[src/rtl/clkdiv_pkg.sv]
package clkdiv_pkg;
  typedef enum logic [1:0] {
    ENC_PLUS_ONE  = 2'd0,
    ENC_ONE_BASED = 2'd1,
    ENC_POW2      = 2'd2
  } div_enc_e;

  function automatic int unsigned max_u(int unsigned a, int unsigned b);
    return (a > b) ? a : b;
  endfunction
endpackage

[src/rtl/clkdiv_reg.sv]
module clkdiv_reg #(
  parameter int unsigned FIELD_W     = 8,
  parameter bit          HIWORD_MASK = 1'b0
) (
  input  logic               clk_i,
  input  logic               rst_ni,
  input  logic               wr_en_i,
  input  logic [31:0]        wr_data_i,
  output logic [FIELD_W-1:0] field_o
);
  logic [FIELD_W-1:0] field_q, field_d;
  logic               unused_hi;

  generate
    if (HIWORD_MASK) begin : g_mask
      logic [FIELD_W-1:0] wmask;
      assign wmask   = wr_data_i[16 +: FIELD_W];
      assign field_d = (field_q & ~wmask) | (wr_data_i[FIELD_W-1:0] & wmask);
    end else begin : g_plain
      assign field_d = wr_data_i[FIELD_W-1:0];
    end
  endgenerate

  assign unused_hi = ^wr_data_i;

  always_ff @(posedge clk_i or negedge rst_ni) begin
    if (!rst_ni)      field_q <= '0;
    else if (wr_en_i) field_q <= field_d;
  end

  assign field_o = field_q;

  AST_FIELD_HOLD: assert property (@(posedge clk_i) disable iff (!rst_ni)
    !wr_en_i |=> $stable(field_q));

  generate
    if (HIWORD_MASK) begin : g_mask_chk
      AST_MASK_EMPTY: assert property (@(posedge clk_i) disable iff (!rst_ni)
        (wr_en_i && wr_data_i[16 +: FIELD_W] == '0) |=> $stable(field_q));
    end
  endgenerate
endmodule

[src/rtl/clkdiv_decode.sv]
module clkdiv_decode
  import clkdiv_pkg::*;
#(
  parameter int unsigned FIELD_W    = 8,
  parameter int unsigned MAX_EXP    = 12,
  parameter div_enc_e    ENC        = ENC_PLUS_ONE,
  parameter bit          ALLOW_ZERO = 1'b0,
  parameter int unsigned DIV_W      = max_u(FIELD_W + 1, MAX_EXP + 1)
) (
  input  logic [FIELD_W-1:0] field_i,
  output logic [DIV_W-1:0]   div_o,
  output logic               inv_o
);
  localparam int unsigned EXP_W = $clog2(MAX_EXP + 1);

  generate
    if (ENC == ENC_POW2) begin : g_pow2
      logic [EXP_W-1:0] exp_c;
      always_comb begin
        if (32'(field_i) > MAX_EXP) exp_c = EXP_W'(MAX_EXP);
        else                        exp_c = EXP_W'(field_i);
      end
      assign div_o = DIV_W'(1) << exp_c;
      assign inv_o = 1'b0;
    end else if (ENC == ENC_ONE_BASED) begin : g_one
      always_comb begin
        if (field_i != '0) begin
          div_o = DIV_W'(field_i);
          inv_o = 1'b0;
        end else if (ALLOW_ZERO) begin
          div_o = DIV_W'(1);   // bypass
          inv_o = 1'b0;
        end else begin
          div_o = '0;
          inv_o = 1'b1;
        end
      end
    end else begin : g_plus
      assign div_o = DIV_W'(field_i) + DIV_W'(1);
      assign inv_o = 1'b0;
    end
  endgenerate
endmodule

[src/rtl/clkdiv_counter.sv]
module clkdiv_counter #(
  parameter int unsigned DIV_W = 13
) (
  input  logic             clk_i,
  input  logic             rst_ni,
  input  logic [DIV_W-1:0] div_i,
  input  logic             inv_i,
  output logic             tick_o,
  output logic             inv_o
);
  logic [DIV_W-1:0] cnt_q, act_div_q;
  logic             act_inv_q, armed_q, load;

  assign tick_o = armed_q && !act_inv_q && (cnt_q == '0);
  // load on first edge, at terminal count, or every cycle while invalid
  assign load   = !armed_q || act_inv_q || (cnt_q == '0);

  always_ff @(posedge clk_i or negedge rst_ni) begin
    if (!rst_ni) begin
      cnt_q     <= '0;
      act_div_q <= DIV_W'(1);
      act_inv_q <= 1'b0;
      armed_q   <= 1'b0;
    end else if (load) begin
      armed_q   <= 1'b1;
      act_div_q <= div_i;
      act_inv_q <= inv_i;
      cnt_q     <= inv_i ? '0 : div_i - DIV_W'(1);
    end else begin
      cnt_q <= cnt_q - DIV_W'(1);
    end
  end

  assign inv_o = act_inv_q;

  AST_CNT_BOUND: assert property (@(posedge clk_i) disable iff (!rst_ni)
    (armed_q && !act_inv_q) |-> (cnt_q < act_div_q));
  AST_DIV_HOLD: assert property (@(posedge clk_i) disable iff (!rst_ni)
    (armed_q && !act_inv_q && cnt_q != '0) |=> $stable(act_div_q));
  AST_TICK_RELOAD: assert property (@(posedge clk_i) disable iff (!rst_ni)
    tick_o |=> (act_inv_q || cnt_q == act_div_q - DIV_W'(1)));
  AST_INV_QUIET: assert property (@(posedge clk_i) disable iff (!rst_ni)
    $past(inv_i) && $past(load) |-> !tick_o);
endmodule

[src/rtl/clkdiv_enc.sv]
module clkdiv_enc
  import clkdiv_pkg::*;
#(
  parameter int unsigned FIELD_W     = 8,
  parameter int unsigned MAX_EXP     = 12,
  parameter div_enc_e    ENC         = ENC_PLUS_ONE,
  parameter bit          ALLOW_ZERO  = 1'b0,
  parameter bit          HIWORD_MASK = 1'b0,
  parameter int unsigned DIV_W       = max_u(FIELD_W + 1, MAX_EXP + 1)
) (
  input  logic             clk_i,
  input  logic             rst_ni,
  input  logic             wr_en_i,
  input  logic [31:0]      wr_data_i,
  output logic [31:0]      rd_data_o,
  output logic [DIV_W-1:0] div_o,
  output logic             tick_o,
  output logic             invalid_o
);
  logic [FIELD_W-1:0] field;
  logic [DIV_W-1:0]   dec_div;
  logic               dec_inv;

  clkdiv_reg #(.FIELD_W(FIELD_W), .HIWORD_MASK(HIWORD_MASK)) u_reg (
    .clk_i, .rst_ni, .wr_en_i, .wr_data_i, .field_o(field)
  );

  clkdiv_decode #(
    .FIELD_W(FIELD_W), .MAX_EXP(MAX_EXP), .ENC(ENC),
    .ALLOW_ZERO(ALLOW_ZERO), .DIV_W(DIV_W)
  ) u_dec (
    .field_i(field), .div_o(dec_div), .inv_o(dec_inv)
  );

  clkdiv_counter #(.DIV_W(DIV_W)) u_cnt (
    .clk_i, .rst_ni, .div_i(dec_div), .inv_i(dec_inv),
    .tick_o, .inv_o(invalid_o)
  );

  assign rd_data_o = 32'(field);
  assign div_o     = dec_div;

  generate
    if (ENC == ENC_POW2) begin : g_p2_chk
      AST_POW2_ONEHOT: assert property (@(posedge clk_i) disable iff (!rst_ni)
        $countones(div_o) == 1);
    end
    if (ENC == ENC_ONE_BASED && ALLOW_ZERO) begin : g_az_chk
      AST_BYPASS_RUN: assert property (@(posedge clk_i) disable iff (!rst_ni)
        (rd_data_o == 32'd0) |=> !invalid_o);
    end
  endgenerate
endmodule

[config.mk]
export PLATFORM = sky130hd
export DESIGN_NAME = clkdiv_enc
export DESIGN_NICKNAME = d
export VERILOG_FILES = /design/src/rtl/clkdiv_pkg.sv /design/src/rtl/clkdiv_reg.sv /design/src/rtl/clkdiv_decode.sv /design/src/rtl/clkdiv_counter.sv /design/src/rtl/clkdiv_enc.sv
export SDC_FILE = /design/constraint.sdc
export NUM_CORES = 1
export LEC_CHECK = 0
export BUFFER_PORTS_ARGS = -buffer_cell sky130_fd_sc_hd__buf_2
export CORE_MARGIN = 8
export CORE_UTILIZATION = 50
export CTS_BUF_LIST = sky130_fd_sc_hd__clkbuf_8
export DETAILED_ROUTE_END_ITERATION = 10
export PLACE_DENSITY = 0.93
export SLEW_MARGIN = 20
export SYNTH_ARGS = -nofsm -noshare
export SYNTH_HDL_FRONTEND = slang
export SYNTH_SLANG_ARGS = --single-unit
[constraint.sdc]
create_clock -name clk_i -period 6.55 [get_ports clk_i]
set_input_delay 0.655 -clock clk_i [delete_from_list [all_inputs] [get_ports clk_i]]
set_output_delay 0.655 -clock clk_i [all_outputs]
set_load 0.05 [all_outputs]
# Word level (Yosys, flattened, before mapping)
# Cells that the tools add are included.
# classes
add_sub_neg	3
mux	1
n_reduce_logical	4
# op_table
cell	count
$logic_not A13 Y1	1
$mux W13	1
$sub A13 B1 Y13 const B	1
$sub A9 B1 Y10 const B	1
$add A8 B1 Y9 const B	1
$logic_and A1 B1 Y1	1
$logic_not A1 Y1	1
$logic_or A1 B1 Y1	1
# word_totals
ff_bits	22
input_bits	35
output_inout_bits	47

# Logic depth before layout (Yosys ltp)
# Gate-level depths: netlist (run 1).
# logic_depth
depth_word	3
depth_mapped	7

# Hierarchy
# Synthesis (run 1) repeated with hierarchy kept, for this count alone.
# unflattened
hier_cells	175
hier_area_um2	1654.1
# modules_own_cells
mod	n_inst	cells_per_inst	area_per_inst_um2
clkdiv_counter	1	109	975.9
clkdiv_reg	1	17	331.6
clkdiv_enc	1	25	183.9
clkdiv_decode	1	24	162.7

# Worst setup path after synthesis (run 1)
# Ideal clock, no wire load.
# synth_timing
path_kind	register to output
startpoint	register u_cnt.cnt_q[4]
endpoint	output tick_o
t_arrival_ns	2.523
path_slack_ns	3.372
stages_incl_launch_ff	4
path_cell_list	dfrtp_1 or4_4 or4_4 nor3_1
# synth_via
elab_chain_cells	2
# synth_lines
element	line	rtl
start, declared	clkdiv_counter.sv:11	logic [DIV_W-1:0] cnt_q, act_div_q;
start signal, assigned	clkdiv_counter.sv:28	cnt_q <= inv_i ? '0 : div_i - DIV_W'(1);
start signal, assigned	clkdiv_counter.sv:30	cnt_q <= cnt_q - DIV_W'(1);
$logic_not A13 Y1	clkdiv_counter.sv:14	assign tick_o = armed_q && !act_inv_q && (cnt_q == '0);
$logic_and A1 B1 Y1	clkdiv_counter.sv:14	
end, declared	clkdiv_enc.sv:17	output logic tick_o,
# No other way between the ends.

# Worst setup path after layout (run 1)
# Same ends and word-level chain as after synthesis.

==> metrics.cfg, run 1 <==
[floorplanning]
core_mm2=0.00303
rows=20
start_util=0.521
dieArea_mm2=0.00521
ios=82
dieWidth_um=72.2
fp.dieH_um=72.2

[grt]
via_count_of_the_first_global_routing_pass=1207
overall_global_routing_usage=0.123
number_of_antenna_violations_at_the_first_check_in_global_routing=0
globalRouteOverflowTotal=0
maximum_number_of_pins_on_one_net_before_global_route_repair=23
grt_first_pass_wirelength_um=5200

[final_layout]
finish.net_count=237
layout_commonest_cell=sky130_fd_sc_hd__conb_1
diodes=0
post-route-cell-area_mm2=0.00168
post_route_cells_drive_above_1_share=0.217
syn2layout_area_growth_pct=6.18
post_layout_nonfiller_instances=242
layout.cells.most_common_list=30 x sky130_fd_sc_hd__conb_1, 28 x sky130_fd_sc_hd__buf_2, 22 x sky130_fd_sc_hd__dfrtp_1, 13 x sky130_fd_sc_hd__nor2_1, 11 x sky130_fd_sc_hd__xor2_1

[pwr]
p_leak_nw=0.793
power_density_mw_per_mm2=265
ir_worst_vdd_uv=175

[clock_tree]
cts_tree=built
postCtsResizedCells=0
post-cts-setup-buffers=0
worst_setup_hold_path_clk_slew_ps=80
clock_tree.htree_level_count=1
clock_sinks=22
postCtsHoldBufs=0
numCtsBuffers=3
cts.path.max_buffers=2
ctsRootBufferMaster=sky130_fd_sc_hd__clkbuf_8
worst_skew_pair.late_latency_ps=260

[sta]
final.min_clock_period_ps=2870
finalSetupViolCount=0
maxSlewViolCount=0
fin_crit_sh=0.438
fmax_mhz=349
rsz_0062_raised_after_global_routing=false
timing_worst_slew_pin_value_ps=752
totalNegativeSetupSlack_ps=0
finalHoldWorstSlack_ps=341
max-slew-margin-rel=0.494
hold_viol_final=0
setup_slack_ps=3680
clock_skew_ps=1.66

[detailed_routing]
route.detailed.drc=0
wl_um=3160
vias=1183
drt-pass1-iter-count=4
ant_nets=0
detailedRoute.firstIterationViolations=20
post_drt_wl_per_cell_um=13.1
routed_via_density=4.89

[placed_design]
dpl-instance-area_mm2=0.00162
portBuffers=28
placed_cells=238
globalplace.congestion=0.847
dp_slack_ps=3960
dp.final_hpwl_um=2500

[yosys]
seq_area_frac_synth=0.349
proportion_of_register_bits_with_asynchronous_set_or_reset_after_synthesis=1.00
synth_adder_area_share=0.0238
synth_flop_cell=sky130_fd_sc_hd__dfrtp_1
synthesized_area_divided_by_synthesized_cell_count_um2=9.07
post_synth_instance_area_mm2=0.00158
edff_count_synth=0
post_synth_and_or_nand_nor_area_fraction=0.161
synth-xor-area-share=0.111
netlist-cell-type-count=35
main_combinational_cell_family_by_area_after_synthesis=buffers and inverters
compound_gate_fraction_of_synth_area=0.103
muxShareOfSynthArea=0.0681
postSynthCellCount=174
synth_warnings=0
synth.ff_latch_count=22

[setup_path]
crit_required_ps=5890
crit_path_arrival_time_ps=2210
critical_path.reg2reg.endpoint=u_cnt.cnt_q[12]$_DFF_PN0_
crit_fanout=5
end_kind=primary output
cp-startpoint=u_cnt.cnt_q[4]$_DFF_PN0_
worst_r2r_setup_slack_ps=4140
reg2regPathDepth=6
start_kind=register
regToRegStartpoint=u_reg.field_o[0]$_DFFE_PN0P_
worst-setup-path-type=reg2out

[flow_run]
max_cap_check_violation_count=0

[hold_path]
hp-class=in2async

[outcome]
status=finished, final reports clean

[worst max-delay path by stage]
stage             end  slack (ps)
6_report       tick_o        3680
5_1_grt        tick_o        3610
3_3_place_gp   tick_o        3960
4_1_cts        tick_o        3660
2_1_floorplan  tick_o        3370
3_5_place_dp   tick_o        3960
[cells in the mapped netlist (2+ instances only)]
cell type	n	area share
sky130_fd_sc_hd__a21oi_1	5	0.016
sky130_fd_sc_hd__buf_4	30	0.14
sky130_fd_sc_hd__clkbuf_1	3	0.0071
sky130_fd_sc_hd__clkbuf_2	2	0.0063
sky130_fd_sc_hd__conb_1	2	0.0048
sky130_fd_sc_hd__dfrtp_1	22	0.35
sky130_fd_sc_hd__ha_1	3	0.024
sky130_fd_sc_hd__inv_1	7	0.017
sky130_fd_sc_hd__mux2_2	6	0.043
sky130_fd_sc_hd__mux2i_1	4	0.025
sky130_fd_sc_hd__nand2_1	9	0.021
sky130_fd_sc_hd__nand3_1	7	0.022
sky130_fd_sc_hd__nor2_1	13	0.031
sky130_fd_sc_hd__nor3_1	9	0.029
sky130_fd_sc_hd__nor4_1	3	0.012
sky130_fd_sc_hd__o21a_1	4	0.019
sky130_fd_sc_hd__o21ai_0	7	0.022
sky130_fd_sc_hd__or4_1	2	0.0095
sky130_fd_sc_hd__or4_4	2	0.014
sky130_fd_sc_hd__xnor2_1	9	0.050
sky130_fd_sc_hd__xor2_1	11	0.061
[cell type report]
type	instances	area [um2]
clock buffers	4	55.1
fillers	297	1350
inverters	7	26.3
multi-input cells	137	850
flip-flops and latches	22	551
well taps	44	55.1
repair buffers	28	140
[registers in the layout (all words and copies together), names as in the netlist]
signal	flops
u_reg.field_o	8
u_cnt.armed_q	1
u_cnt.cnt_q	13
[where the power goes]
part / switching [mW] / internal, mW / total, mW
registers: 0.0247 / 0.154 / 0.179
clock network: 0.0434 / 0.0536 / 0.0970
logic: 0.126 / 0.0437 / 0.169
[per-stage QoR]
stage                util  total power, mW
floorplan               -            0.332
global placement    0.536            0.344
detailed placement  0.536            0.350
CTS                 0.554            0.448
global route        0.554            0.468
finish              0.554            0.445
[logic make-up (layout without fill, tap and decap cells)]
logic type               after synthesis  count (layout)
buffers and inverters                 43              39
XOR/XNOR                              20              20
AO/OA/AOI/OAI                         24              24
multiplexers                          10              10
flip-flops                            22              22
adder cells (fa/ha/maj)                3               3
AND/OR/NAND/NOR                       50              50
other                                  2              30
[per-layer routing]
layer  wire length (um)  track usage  share of wire
met5                  0            0              0
met2               1580        0.217           0.50
met1               1320        0.132           0.42
met4                 51       0.0544          0.016
met3                204       0.0372          0.065
[worst max-delay path, cell delays in order, from the launching register on]
cell and delay (ps):
sky130_fd_sc_hd__dfrtp_1 430, sky130_fd_sc_hd__or4_4 570, sky130_fd_sc_hd__or4_4 470, sky130_fd_sc_hd__nor3_1 190, sky130_fd_sc_hd__buf_2 290
Power figures use the tool's default switching activity.
==> inputs of run 2 (changes only) <==
CORE_UTILIZATION = 42   (was 50)
PLACE_DENSITY = 0.84   (was 0.93)
clock period = 2.45 ns   (was 6.55 ns; I/O delays follow)
==> metrics.cfg, run 2 (synthesized netlist as in run 1, its figures left out) <==
[clock_tree]
numCtsBuffers=3
post-cts-setup-buffers=0
worst_skew_pair.late_latency_ps=260
ctsRootBufferMaster=sky130_fd_sc_hd__clkbuf_8
clock_sinks=22
cts_tree=built
worst_setup_hold_path_clk_slew_ps=80
clock_tree.htree_level_count=1
cts.path.max_buffers=2

[detailed_routing]
ant_nets=0
detailedRoute.firstIterationViolations=47
drt-pass1-iter-count=4
wl_um=3150
routed_via_density=4.77
vias=1183
post_drt_wl_per_cell_um=12.7
route.detailed.drc=0

[setup_path]
critical_path.top_delay_family=simple AND/OR/NAND/NOR gates
crit_path_arrival_time_ps=2130
timing.critical_path.buf_inv=1
cp_slowest_stage_delay_ps=570
crit_required_ps=2200
crit_fanout=5
worst_r2r_setup_slack_ps=160
timing.critical_path.slowest_stage_cell=sky130_fd_sc_hd__or4_4
critPathMostFrequentCell=sky130_fd_sc_hd__or4_4
crit_chain=or4_4 > or4_4 > nor3_2 > buf_4
worst-setup-path-type=reg2out
end_kind=primary output
start_kind=register

[floorplanning]
dieArea_mm2=0.00598
ios=82
rows=22
start_util=0.435
core_mm2=0.00363
dieWidth_um=77.3
fp.dieH_um=77.3

[grt]
via_count_of_the_first_global_routing_pass=1166
grt_first_pass_wirelength_um=5460
globalRouteOverflowTotal=0
maximum_number_of_pins_on_one_net_before_global_route_repair=23
number_of_antenna_violations_at_the_first_check_in_global_routing=0
overall_global_routing_usage=0.108

[sta]
maxSlewViolCount=0
fmax_mhz=420
finalHoldWorstSlack_ps=180
finalSetupViolCount=0
rsz_0062_raised_after_global_routing=false
fin_crit_sh=0.971
setup_slack_ps=71.8
hold_viol_final=0
final.min_clock_period_ps=2380
clock_skew_ps=2.26
totalNegativeSetupSlack_ps=0

[pwr]
ir_worst_vdd_uv=322
power_density_mw_per_mm2=676
p_leak_nw=0.801

[final_layout]
syn2layout_area_growth_pct=8.64
finish.net_count=240
regMostFlops=u_cnt.cnt_q
largest_reg_flops=13
layout.cells.most_common_list=30 x sky130_fd_sc_hd__conb_1, 27 x sky130_fd_sc_hd__buf_2, 22 x sky130_fd_sc_hd__dfrtp_1, 13 x sky130_fd_sc_hd__nor2_1
layout_commonest_cell=sky130_fd_sc_hd__conb_1
diodes=0
post_route_cells_drive_above_1_share=0.235

[hold_path]
hp-class=in2reg

[placed_design]
globalplace.congestion=0.801
dp.final_hpwl_um=2510
dp_slack_ps=182
portBuffers=28

[flow_run]
max_cap_check_violation_count=0

[outcome]
status=finished, final reports clean

## run 2: final timing paths
kind | start | cells past startpoint | end
max | u_cnt.cnt_q[4]$_DFF_PN0_ | 4 | tick_o
min | wr_data_i[3] | 3 | u_reg.field_o[3]$_DFFE_PN0P_
max reg2reg | u_cnt.cnt_q[4]$_DFF_PN0_ | 5 | u_cnt.cnt_q[10]$_DFF_PN0_
min reg2reg | u_cnt.cnt_q[0]$_DFF_PN0_ | 1 | u_cnt.cnt_q[0]$_DFF_PN0_
max in group asynchronous | rst_ni | 2 | u_reg.field_o[6]$_DFFE_PN0P_
min in group asynchronous | rst_ni | 2 | u_cnt.cnt_q[12]$_DFF_PN0_
## run 2: timing repair
item / CTS / global route
hold buffers: 1 / 0
gates resized for setup: 1 / 0
endpoints found under the setup margin: 1 / 0
endpoints found under the hold margin: 22 / 0
## run 2: metrics by stage
step           instances  power [mW]  area, um2  utilization
2_1_floorplan        202       0.890       1700            -
5_1_grt              248        1.23       1720        0.472
6_report             248        1.16       1720        0.472
3_3_place_gp         244       0.931       1660        0.457
3_5_place_dp         244       0.941       1660        0.457
4_1_cts              248        1.17       1720        0.472
## run 2: cell type report
type | instances | area, um2
clock buffers | 3 | 41.3
well taps | 48 | 60.1
inverters | 7 | 26.3
multi-input cells | 137 | 870
repair buffers | 31 | 168
flip-flops and latches | 22 | 551
fillers | 356 | 1920
## run 2: where the power goes
group / total, mW / leakage, nW / internal (mW) / switching [mW]
clock: 0.223 / 0.0216 / 0.110 / 0.113
combinational: 0.459 / 0.515 / 0.122 / 0.337
sequential: 0.477 / 0.265 / 0.411 / 0.0660
## run 2: layer usage
metal,track usage,routed length [um],vias up
met4,0.0340,41,0
met5,0,0,-
li1,-,-,584
met1,0.124,1400,555
met3,0.0396,184,5
met2,0.182,1520,39
## run 2: worst reg2reg max path: stages (launching register included)
cell	delay [ps]
sky130_fd_sc_hd__dfrtp_1	440
sky130_fd_sc_hd__or4_4	570
sky130_fd_sc_hd__or4_4	470
sky130_fd_sc_hd__o21a_1	340
sky130_fd_sc_hd__a31oi_2	270
sky130_fd_sc_hd__a21oi_1	70
==> inputs of run 3 (changes only) <==
ABC_AREA = 1   (was unset)
CORE_UTILIZATION = 43   (was 42)
PLACE_DENSITY = 0.85   (was 0.84)
==> metrics.cfg, run 3 <==
[setup_path]
crit_fanout=6
critical_path.reg2reg.endpoint=u_cnt.cnt_q[8]$_DFF_PN0_
regToRegStartpoint=u_reg.field_o[0]$_DFFE_PN0P_
critical_path.top_delay_family=simple AND/OR/NAND/NOR gates
worst_r2r_setup_slack_ps=770
reg2regPathDepth=9
cp_slowest_stage_delay_ps=460
end_kind=primary output
timing.critical_path.slowest_stage_cell=sky130_fd_sc_hd__dfrtp_1
start_kind=register
critPathMostFrequentCell=sky130_fd_sc_hd__nand2_1
crit_path_arrival_time_ps=1720
timing.critical_path.buf_inv=1
worst-setup-path-type=reg2out
crit_required_ps=2200
cp-startpoint=u_reg.field_o[0]$_DFFE_PN0P_
crit_chain=ha_1 > nand2_2 > nor2_1 > nand2_1 > nand2_1 > buf_2

[detailed_routing]
detailedRoute.firstIterationViolations=63
route.detailed.drc=0
wl_um=3360
drt-pass1-iter-count=4
routed_via_density=4.58
post_drt_wl_per_cell_um=11.5
ant_nets=0
vias=1342

[outcome]
status=finished, final reports clean

[floorplanning]
ios=82
rows=22
fp.dieH_um=77.6
start_util=0.445
dieArea_mm2=0.00602
core_mm2=0.00366
dieWidth_um=77.6

[grt]
overall_global_routing_usage=0.116
grt_first_pass_wirelength_um=5990
globalRouteOverflowTotal=0
maximum_number_of_pins_on_one_net_before_global_route_repair=23
via_count_of_the_first_global_routing_pass=1374
number_of_antenna_violations_at_the_first_check_in_global_routing=0

[yosys]
synth.ff_latch_count=22
synth_flop_cell=sky130_fd_sc_hd__dfrtp_1
synth_warnings=0
synthesized_area_divided_by_synthesized_cell_count_um2=7.58
post_synth_instance_area_mm2=0.00163
netlist-cell-type-count=31
synthDominantCellAreaShare=0.338
ys_top_cells_by_area=sky130_fd_sc_hd__dfrtp_1 34%, sky130_fd_sc_hd__buf_4 13%, sky130_fd_sc_hd__nand2_1 9.9%
yosys.cell_count.top_type=sky130_fd_sc_hd__nand2_1
proportion_of_register_bits_with_asynchronous_set_or_reset_after_synthesis=1.00
yosys.area.top_type=sky130_fd_sc_hd__dfrtp_1
postSynthCellCount=215
synth_commonest_cells=43 x sky130_fd_sc_hd__nand2_1, 29 x sky130_fd_sc_hd__buf_4, 22 x sky130_fd_sc_hd__dfrtp_1
edff_count_synth=0
seq_area_frac_synth=0.338

[final_layout]
post_route_cells_drive_above_1_share=0.237
post-route-cell-area_mm2=0.00177
largest_reg_flops=13
diodes=0
regMostFlops=u_cnt.cnt_q
fillers=376
syn2layout_area_growth_pct=8.83
layout.cells.most_common_list=43 x sky130_fd_sc_hd__nand2_1, 30 x sky130_fd_sc_hd__conb_1, 28 x sky130_fd_sc_hd__buf_2, 22 x sky130_fd_sc_hd__dfrtp_1
layout_commonest_cell=sky130_fd_sc_hd__nand2_1
finish.net_count=284

[sta]
totalNegativeSetupSlack_ps=0
clock_skew_ps=3.65
finalSetupViolCount=0
maxSlewViolCount=0
final.min_clock_period_ps=1960
rsz_0062_raised_after_global_routing=false
fmax_mhz=510
fin_crit_sh=0.800
hold_viol_final=0

[clock_tree]
ctsRootBufferMaster=sky130_fd_sc_hd__clkbuf_8
post-cts-setup-buffers=0
numCtsBuffers=3
cts_tree=built
worst_setup_hold_path_clk_slew_ps=80
worst_skew_pair.late_latency_ps=260
clock_tree.htree_level_count=1
clock_sinks=22
cts.path.max_buffers=2

[hold_path]
min_delay_worst_endpoint=u_reg.field_o[4]$_DFFE_PN0P_
hp-class=in2reg
holdPathStages=3
worst_hold_startpoint=wr_data_i[4]

[placed_design]
dp.final_hpwl_um=2750
dpl-instance-area_mm2=0.00171
globalplace.congestion=0.874
portBuffers=28

[pwr]
ir_worst_vdd_uv=394
p_leak_nw=0.944
power_density_mw_per_mm2=664

[flow_run]
max_cap_check_violation_count=0

[run 3: cell types whose count changed after synthesis, moves of 4 or more]
cell / previous run / this run
sky130_fd_sc_hd__nand2_1: 9 / 43
sky130_fd_sc_hd__xor2_1: 11 / 5
sky130_fd_sc_hd__mux2_2: 6 / 2
sky130_fd_sc_hd__mux2i_1: 4 / 0
sky130_fd_sc_hd__o21ai_0: 7 / 13
sky130_fd_sc_hd__nor2_2: 0 / 8
sky130_fd_sc_hd__nor3_1: 9 / 2
sky130_fd_sc_hd__inv_1: 7 / 18
sky130_fd_sc_hd__nand2_2: 0 / 4
sky130_fd_sc_hd__xnor2_1: 9 / 3
sky130_fd_sc_hd__o21a_1: 4 / 0
sky130_fd_sc_hd__nand3_1: 7 / 18
[run 3: timing repair]
action | 4_1_cts | 5_1_grt
resized for setup | 0 | 0
endpoints found under the hold margin | 22 | 0
hold buffers | 1 | 0
[run 3: logic make-up after synthesis]
kind of cell / count (synthesis) / share of synthesized area
buf+inv: 53 / 0.193
compound gates: 24 / 0.0829
simple gates: 101 / 0.302
fa+ha+maj: 3 / 0.0230
other cells: 2 / 0.00461
flops: 22 / 0.338
mux: 2 / 0.0138
xor+xnor: 8 / 0.0430
[run 3: worst min-delay path, stage by stage]
cell                      delay (ps)
sky130_fd_sc_hd__buf_2            80
sky130_fd_sc_hd__nand2_1          40
sky130_fd_sc_hd__o21ai_0          60
[run 3: area by class of cell]
cell class	instances	area (um2)	share of cell area
Clock buffer	4	55.1	0.0310
Sequential cell	22	551	0.310
Timing Repair Buffer	29	150	0.0846
Multi-Input combinational cell	168	871	0.491
Inverter	22	87.6	0.0494
Tap cell	48	60.1	0.0339
[run 3: worst max-delay path by stage]
stage / cells past startpoint / slack (ps) / end
global placement: 6 / 820 / div_o[6]
CTS: 6 / 470 / div_o[6]
floorplan: 10 / 290 / u_cnt.cnt_q[7]$_DFF_PN0_
finish: 6 / 490 / div_o[6]
global route: 6 / 380 / div_o[6]
detailed placement: 6 / 780 / div_o[6]
[run 3: per-layer routing]
layer | share of wire | track usage
met5 | 0 | 0
met4 | 0.0042 | 0.0283
met3 | 0.071 | 0.0334
met2 | 0.52 | 0.211
met1 | 0.41 | 0.130
[run 3: metrics by stage]
| stage | power [mW] | setup slack, ps | cells | hold WS (ps) | util |
|---|---|---|---|---|---|
| 6_report | 1.18 | 489 | 293 | 190 | 0.485 |
| 5_1_grt | 1.25 | 381 | 293 | 202 | 0.485 |
| 4_1_cts | 1.19 | 474 | 293 | 184 | 0.485 |
| 3_5_place_dp | 0.926 | 783 | 288 | 239 | 0.467 |
| 3_3_place_gp | 0.917 | 817 | 288 | 234 | 0.467 |
| 2_1_floorplan | 0.874 | 292 | 243 | -50.6 | - |
[run 3: power by group]
part	internal (mW)	leakage [nW]	switching (mW)	total, mW
clock network	0.143	0.0288	0.113	0.256
logic	0.110	0.644	0.366	0.476
registers	0.407	0.272	0.0397	0.447
